**config.mk**
```make
export PLATFORM = sky130hd
export DESIGN_NAME = xs3_dec_adder
export DESIGN_NICKNAME = d
export VERILOG_FILES = /design/src/rtl/xs3_pkg.sv /design/src/rtl/xs3_operand_prep.sv /design/src/rtl/xs3_digit_screen.sv /design/src/rtl/xs3_digit_cell.sv /design/src/rtl/xs3_dec_adder.sv
export SDC_FILE = /design/constraint.sdc
export NUM_CORES = 1
export LEC_CHECK = 0
export ABC_AREA = 0
export ABC_CLOCK_PERIOD_IN_PS = 7300
export BUFFER_PORTS_ARGS = -buffer_cell sky130_fd_sc_hd__buf_2
export CORE_ASPECT_RATIO = 1.75
export CORE_MARGIN = 3
export CORE_UTILIZATION = 52
export CTS_CLUSTER_DIAMETER = 200
export CTS_CLUSTER_SIZE = 28
export DETAILED_ROUTE_END_ITERATION = 12
export PLACE_DENSITY = 0.8
export SYNTH_ARGS = -nofsm -noshare
export SYNTH_HDL_FRONTEND = slang
export SYNTH_SLANG_ARGS = --single-unit
```
**constraint.sdc**
```tcl
create_clock -name clk -period 7.3 [get_ports clk]
set_clock_uncertainty 0.2 [all_clocks]
set_input_delay 0.365 -clock clk [delete_from_list [all_inputs] [get_ports clk]]
set_output_delay 0.365 -clock clk [all_outputs]
set_load 0.05 [all_outputs]
```
**src/rtl/xs3_pkg.sv**
```systemverilog
// Shared constants and helpers for the excess-3 decimal adder.
// Assumes four bits per digit; legal codes are 3 to 12 inclusive.
package xs3_pkg;
    localparam int unsigned DIG_W   = 4;
    localparam logic [3:0]  XS3_LO  = 4'd3;
    localparam logic [3:0]  XS3_HI  = 4'd12;
    localparam logic [3:0]  XS3_ADJ = 4'd3;

    // True when a 4-bit code is a legal excess-3 digit.
    function automatic logic xs3_legal(input logic [3:0] code);
        return (code >= XS3_LO) && (code <= XS3_HI);
    endfunction
endpackage

```
**src/rtl/xs3_operand_prep.sv**
```systemverilog
// Conditions the second operand and the initial carry for add or subtract.
// In subtract mode every bit of B is inverted (nine's complement, since the
// code is self-complementing) and the carry into digit 0 is forced to 1.
module xs3_operand_prep #(
    parameter int unsigned OPW = 8
) (
    input  logic           mode_sub,
    input  logic           carry_in,
    input  logic [OPW-1:0] b_raw,
    output logic [OPW-1:0] b_eff,
    output logic           carry_first
);
    // Select between true and complemented B, and the matching first carry.
    always_comb begin
        if (mode_sub) begin
            b_eff       = ~b_raw;
            carry_first = 1'b1;
        end else begin
            b_eff       = b_raw;
            carry_first = carry_in;
        end
    end
endmodule

```
**src/rtl/xs3_digit_screen.sv**
```systemverilog
// Flags every digit position where either operand holds an illegal code.
// Operates on the raw inputs, before any complementing.
module xs3_digit_screen
    import xs3_pkg::*;
#(
    parameter int unsigned NDIG = 2
) (
    input  logic [NDIG*DIG_W-1:0] a_raw,
    input  logic [NDIG*DIG_W-1:0] b_raw,
    output logic [NDIG-1:0]       bad
);
    for (genvar gi = 0; gi < NDIG; gi++) begin : g_scr
        // One comparator pair per digit position.
        always_comb begin
            bad[gi] = !xs3_legal(a_raw[gi*DIG_W +: DIG_W])
                   || !xs3_legal(b_raw[gi*DIG_W +: DIG_W]);
        end
    end
endmodule

```
**src/rtl/xs3_digit_cell.sv**
```systemverilog
// One excess-3 digit adder: binary add of two codes plus carry, then
// correction. Carry out of bit 3 marks a decimal total of ten or more;
// the cell then adds 3, otherwise it subtracts 3.
// Assumes legal input codes; the result is undefined otherwise.
module xs3_digit_cell
    import xs3_pkg::*;
(
    input  logic [DIG_W-1:0] dig_a,
    input  logic [DIG_W-1:0] dig_b,
    input  logic             c_in,
    output logic [DIG_W-1:0] dig_s,
    output logic             c_out
);
    logic [DIG_W:0] raw;

    // Binary sum of the two codes and the incoming decimal carry.
    always_comb begin
        raw = {1'b0, dig_a} + {1'b0, dig_b} + {{DIG_W{1'b0}}, c_in};
    end

    // Excess-3 correction driven by the binary carry.
    always_comb begin
        c_out = raw[DIG_W];
        if (raw[DIG_W]) dig_s = raw[DIG_W-1:0] + XS3_ADJ;
        else            dig_s = raw[DIG_W-1:0] - XS3_ADJ;
    end
endmodule

```
**src/rtl/xs3_dec_adder.sv**
```systemverilog
// Multi-digit excess-3 adder/subtractor with a registered result stage.
// A ripple chain of digit cells forms the result combinationally; it is
// captured when start is high, and valid pulses for one cycle afterwards.
// Assumes start is only raised with legal operand codes when a defined sum
// is wanted; digit_err reports the positions that broke this.
module xs3_dec_adder
    import xs3_pkg::*;
#(
    parameter int unsigned NDIG = 3
) (
    input  logic                  clk,
    input  logic                  rst_n,
    input  logic                  start,
    input  logic                  mode_sub,
    input  logic                  carry_in,
    input  logic [NDIG*DIG_W-1:0] opnd_a,
    input  logic [NDIG*DIG_W-1:0] opnd_b,
    output logic [NDIG*DIG_W-1:0] sum,
    output logic                  carry_out,
    output logic                  valid,
    output logic [NDIG-1:0]       digit_err
);
    localparam int unsigned OPW = NDIG * DIG_W;

    logic [OPW-1:0]  b_eff;
    logic [NDIG:0]   chain;
    logic [OPW-1:0]  sum_c;
    logic [NDIG-1:0] bad_c;

    logic [OPW-1:0]  sum_q;
    logic            cy_q;
    logic            vld_q;
    logic [NDIG-1:0] err_q;

    xs3_operand_prep #(.OPW(OPW)) u_prep (
        .mode_sub    (mode_sub),
        .carry_in    (carry_in),
        .b_raw       (opnd_b),
        .b_eff       (b_eff),
        .carry_first (chain[0])
    );

    xs3_digit_screen #(.NDIG(NDIG)) u_screen (
        .a_raw (opnd_a),
        .b_raw (opnd_b),
        .bad   (bad_c)
    );

    for (genvar gd = 0; gd < NDIG; gd++) begin : g_dig
        xs3_digit_cell u_cell (
            .dig_a (opnd_a[gd*DIG_W +: DIG_W]),
            .dig_b (b_eff[gd*DIG_W +: DIG_W]),
            .c_in  (chain[gd]),
            .dig_s (sum_c[gd*DIG_W +: DIG_W]),
            .c_out (chain[gd+1])
        );
    end

    // Result stage: load on start, pulse valid, hold otherwise.
    always_ff @(posedge clk) begin
        if (!rst_n) begin
            sum_q <= '0;
            cy_q  <= 1'b0;
            vld_q <= 1'b0;
            err_q <= '0;
        end else begin
            vld_q <= start;
            if (start) begin
                sum_q <= sum_c;
                cy_q  <= chain[NDIG];
                err_q <= bad_c;
            end
        end
    end

    assign sum       = sum_q;
    assign carry_out = cy_q;
    assign valid     = vld_q;
    assign digit_err = err_q;

    // a strobe yields a valid pulse on the next cycle.
    a_r5_valid_after_start: assert property (@(posedge clk) disable iff (!rst_n)
        start |=> valid);
    // no strobe, no valid.
    a_r5_valid_only_after_start: assert property (@(posedge clk) disable iff (!rst_n)
        !start |=> !valid);
    // registered outputs stay put while start is low.
    a_r6_hold_without_start: assert property (@(posedge clk) disable iff (!rst_n)
        !start |=> ($stable(sum) && $stable(carry_out) && $stable(digit_err)));
    // legal operands at the strobe leave no error flag.
    a_r7_no_flag_on_legal: assert property (@(posedge clk) disable iff (!rst_n)
        (start && (bad_c == '0)) |=> (digit_err == '0));

    for (genvar gk = 0; gk < NDIG; gk++) begin : g_chk
        // a result built from legal digits is itself legal excess-3.
        a_r3_sum_digit_legal: assert property (@(posedge clk) disable iff (!rst_n)
            (valid && (digit_err == '0)) |-> xs3_legal(sum[gk*DIG_W +: DIG_W]));
    end
endmodule

```
==> metrics.md <==
| Metric | Value |
|---|---|
| Minimum clock period | `approximately 5.6 ns` |
| Netlist cell types | `33` |
| Setup TNS | `0 ns` |
| Area Overhead vs Synth | `18.4%` |
| Layout cells sized above 1 | `between 20% and 30%` |
| EDFF count, synth | `0` |
| Netlist Area Pre-Place | `roughly 0.0015 mm^2` |
| Crit path buffers/inverters | `2` |
| Starting density of the core | `between 50% and 60%` |
| Critical path depth in cells | `23` |
| CTS sink cnt | `17` |
| CP Capture Type | `flop` |
| Placed insts | `229` |
| Max Cap Viol | `0` |
| DRT iter0 DRCs | `17` |
| Full die area | `0.00369 mm^2` |
| Most frequent cells in the layout | `buf_2 (45), xor2_1 (18), dfxtp_1 (17)` |
| TritonCTS clock tree | `done` |
| Avg Cell Area, Syn | `~9.6 um^2` |
| Total grt overflow | `0` |
| CTS HTree Levels | `1` |
| Post-Layout Inst Area | `about 0.0018 mm^2` |
| Mux share of post-synthesis cell area | `under 10%` |
| Placed Area | `~0.0018 mm^2` |
| Post-synth ARST share | `0%` |
| Final ANT Viol Nets | `0` |
| Reg area | `340 um^2` |
| Critical path, cell by cell | `buf_2 -> or2_2 -> fa_1 -> fa_1 -> a21o_1 -> nand2_1 -> nand2_1 -> fa_1 -> fa_1 -> a21o_1 -> nand2_1 -> nand2_1 -> fa_1 -> fa_1 -> a21o_1 -> a21o_1 -> inv_1 -> xnor2_1 -> ha_1 -> a21oi_1 -> xnor2_1 -> mux2i_1 -> nor2b_1` |
| Row count | `25` |
| Setup Viol. Count Final | `0` |
| Cell count of the worst reg-to-reg path | `2` |
| Die Wd | `roughly 47 um` |
| Ports | `46` |
| Remaining DRCs | `0` |
| Initial DRT Pass Iterations | `4` |
| Worst-path fanout max | `13` |
| Dominant synthesized flop cell | `dfxtp_1` |
| Register area share after synthesis | `around 22%` |
| Gr usage total | `approximately 22%` |
| Max frequency | `178 MHz` |
| CTS Hold Bufs | `0` |
| Reg-to-reg endpoint | `digit_err[0]` |
| WP data required | `approximately 7.3 ns` |
| Post-CTS setup buffer count | `0` |
| Total CTS buffers | `3` |
| CTS Buffer Depth | `2` |
| PwrDens | `about 260 mW/mm^2` |
| Nets@finish | `roughly 260` |
| Critical path's top delay family | `adder cells` |
| ANT cells | `0` |
| Post-synthesis adder-cell area fraction | `23.2%` |
| Detailed Place HPWL | `just under 3 mm` |
| Main combinational cell family by area after synthesis | `compound AO/OA/AOI/OAI gates` |
| Critical Path AT | `between 5 and 6 ns` |
| Routability cong. | `0.831` |
| Multi-input gate area | `~0.0012 mm^2` |
| Final hold vios | `0` |
| Via count | `1387` |
| Net count after synthesis | `about 210` |
| Rel. slew slack | `between 60% and 70%` |
| #FFs+latches synth | `17` |
| Largest net degree at the start of global routing | `30` |
| Worst path max stage delay | `roughly 0.46 ns` |
| Worst-Skew Late Latency | `around 0.25 ns` |
| Leak | `between 0.9 and 1 nW` |
| Synthesized netlist cell count | `162` |
| Fin cells | `233` |
| R2R Path Start | `digit_err[0]` |
| CTS-repair resized insts | `0` |
| Vias in the first global route | `approximately 1400` |
| Via density per instance | `roughly 6.0` |
| Core area | `between 0.002 and 0.003 mm^2` |
| Commonest non-fill, non-tap cell in the layout | `buf_2` |
| Yosys warning total | `0` |
| Global-route wire length before repair | `around 6 mm` |
| Final-layout fill cell count | `234` |
| Critical path type | `in -> reg` |
| Synth Area in Compound Gates | `24.7%` |
| Root Buffer | `clkbuf_8` |
| WL final | `between 3 and 4 mm` |
| Cell at the slowest stage of the critical path | `fa_1` |
| Die H | `78.2 um` |
| Max-slew violation count | `0` |
| Initial antenna violation count | `0` |
| Worst hold stages | `3` |
| Post-Synth XOR/XNOR Area | `between 10% and 20%` |
| Crit path launch type | `input pin` |
| Hold Crit Start | `opnd_a[10]` |
| Clock transition at path regs | `~0.08 ns` |
| Worst reg2reg setup slack | `~6.4 ns` |
| Tcrit/Tclk final | `approximately 77%` |
| Port bufs | `45` |
| Per-cell routed wire length | `approximately 15 um` |
| Endpoint of the worst hold path | `digit_err[2]` |
| Slew of the pin with the lowest slew margin | `about 0.51 ns` |
| Status | `finished clean` |
| Simple-gate share of the synthesized area | `9.05%` |
| Most frequent CP cell | `fa_1` |
| HP Class | `in -> reg` |
| PnR Total Power | `between 0.4 and 0.5 mW` |
| Peak supply drop | `roughly 0.00016 V` |
| RSZ-0062 raised after global routing | `no` |
-- layout make-up --
cell class	count	share of cell area, %
inverters	5	1.02
repair buffers	45	12.3
flip-flops and latches	17	18.6
well taps	27	1.84
clock buffers	3	2.25
clock inverters	1	0.273
multi-input cells	135	63.8
-- metrics by stage --
| step | util (%) | hold WS [ns] | worst slack, ns |
|---|---|---|---|
| floorplan | - | 0.293 | 1.90 |
| global placement | 64.2 | 0.260 | 1.57 |
| detailed placement | 64.2 | 0.264 | 1.44 |
| CTS | 65.8 | 0.248 | 1.71 |
| global route | 65.8 | 0.248 | 1.38 |
| finish | 65.8 | 0.246 | 1.70 |
-- synth_stat cells (all sizes together), types with 5 or more instances --
cell type / count / area share (%)
inv: 5 / 1.2
dfxtp: 17 / 22
a21oi: 13 / 4.4
nor2b: 6 / 2.4
xnor2: 6 / 3.4
o21ai: 6 / 1.9
xor2: 18 / 10
ha: 15 / 12
o211a: 6 / 3.9
nand2: 11 / 2.7
fa: 8 / 10
a21o: 7 / 3.4
-- worst max-delay path by stage --
| stage | startpoint | end | slack (ns) |
|---|---|---|---|
| final | mode_sub | sum[10] | 1.70 |
| after CTS | mode_sub | sum[11] | 1.71 |
| after detailed placement | mode_sub | sum[11] | 1.44 |
| after global routing | mode_sub | sum[10] | 1.38 |
| after global placement | mode_sub | sum[10] | 1.57 |
| after floorplan | mode_sub | sum[10] | 1.90 |
-- worst min-delay path, stage by stage --
cell and delay (ns):
buf_2 0.10, a211o_1 0.10, a41oi_1 0.10
-- cell families after synthesis --
logic type | after synthesis
AND/OR/NAND/NOR | 27
multiplexers | 7
XOR/XNOR | 24
buffers and inverters | 10
adder cells (fa/ha/maj) | 24
AO/OA/AOI/OAI | 53
flip-flops | 17
-- sequential cells by signal (all words and copies together) (netlist names) --
| signal | cells |
|---|---|
| sum | 12 |
| digit_err | 3 |
| valid | 1 |
| carry_out | 1 |
-- routing by layer --
layer	share of wire (%)	track usage, %	wire (um)
met1	37	22.0	1290
met3	3.7	2.75	131
met2	55	38.7	1930
met5	0	0	0
met4	4.3	12.2	151
-- report_power, final --
part           switching (mW)  leakage, nW  internal (mW)
logic                   0.171        0.759          0.112
registers             0.00777        0.141          0.110
clock network          0.0353       0.0255         0.0379
total                   0.214        0.925          0.260
Power figures use the tool's default switching activity.
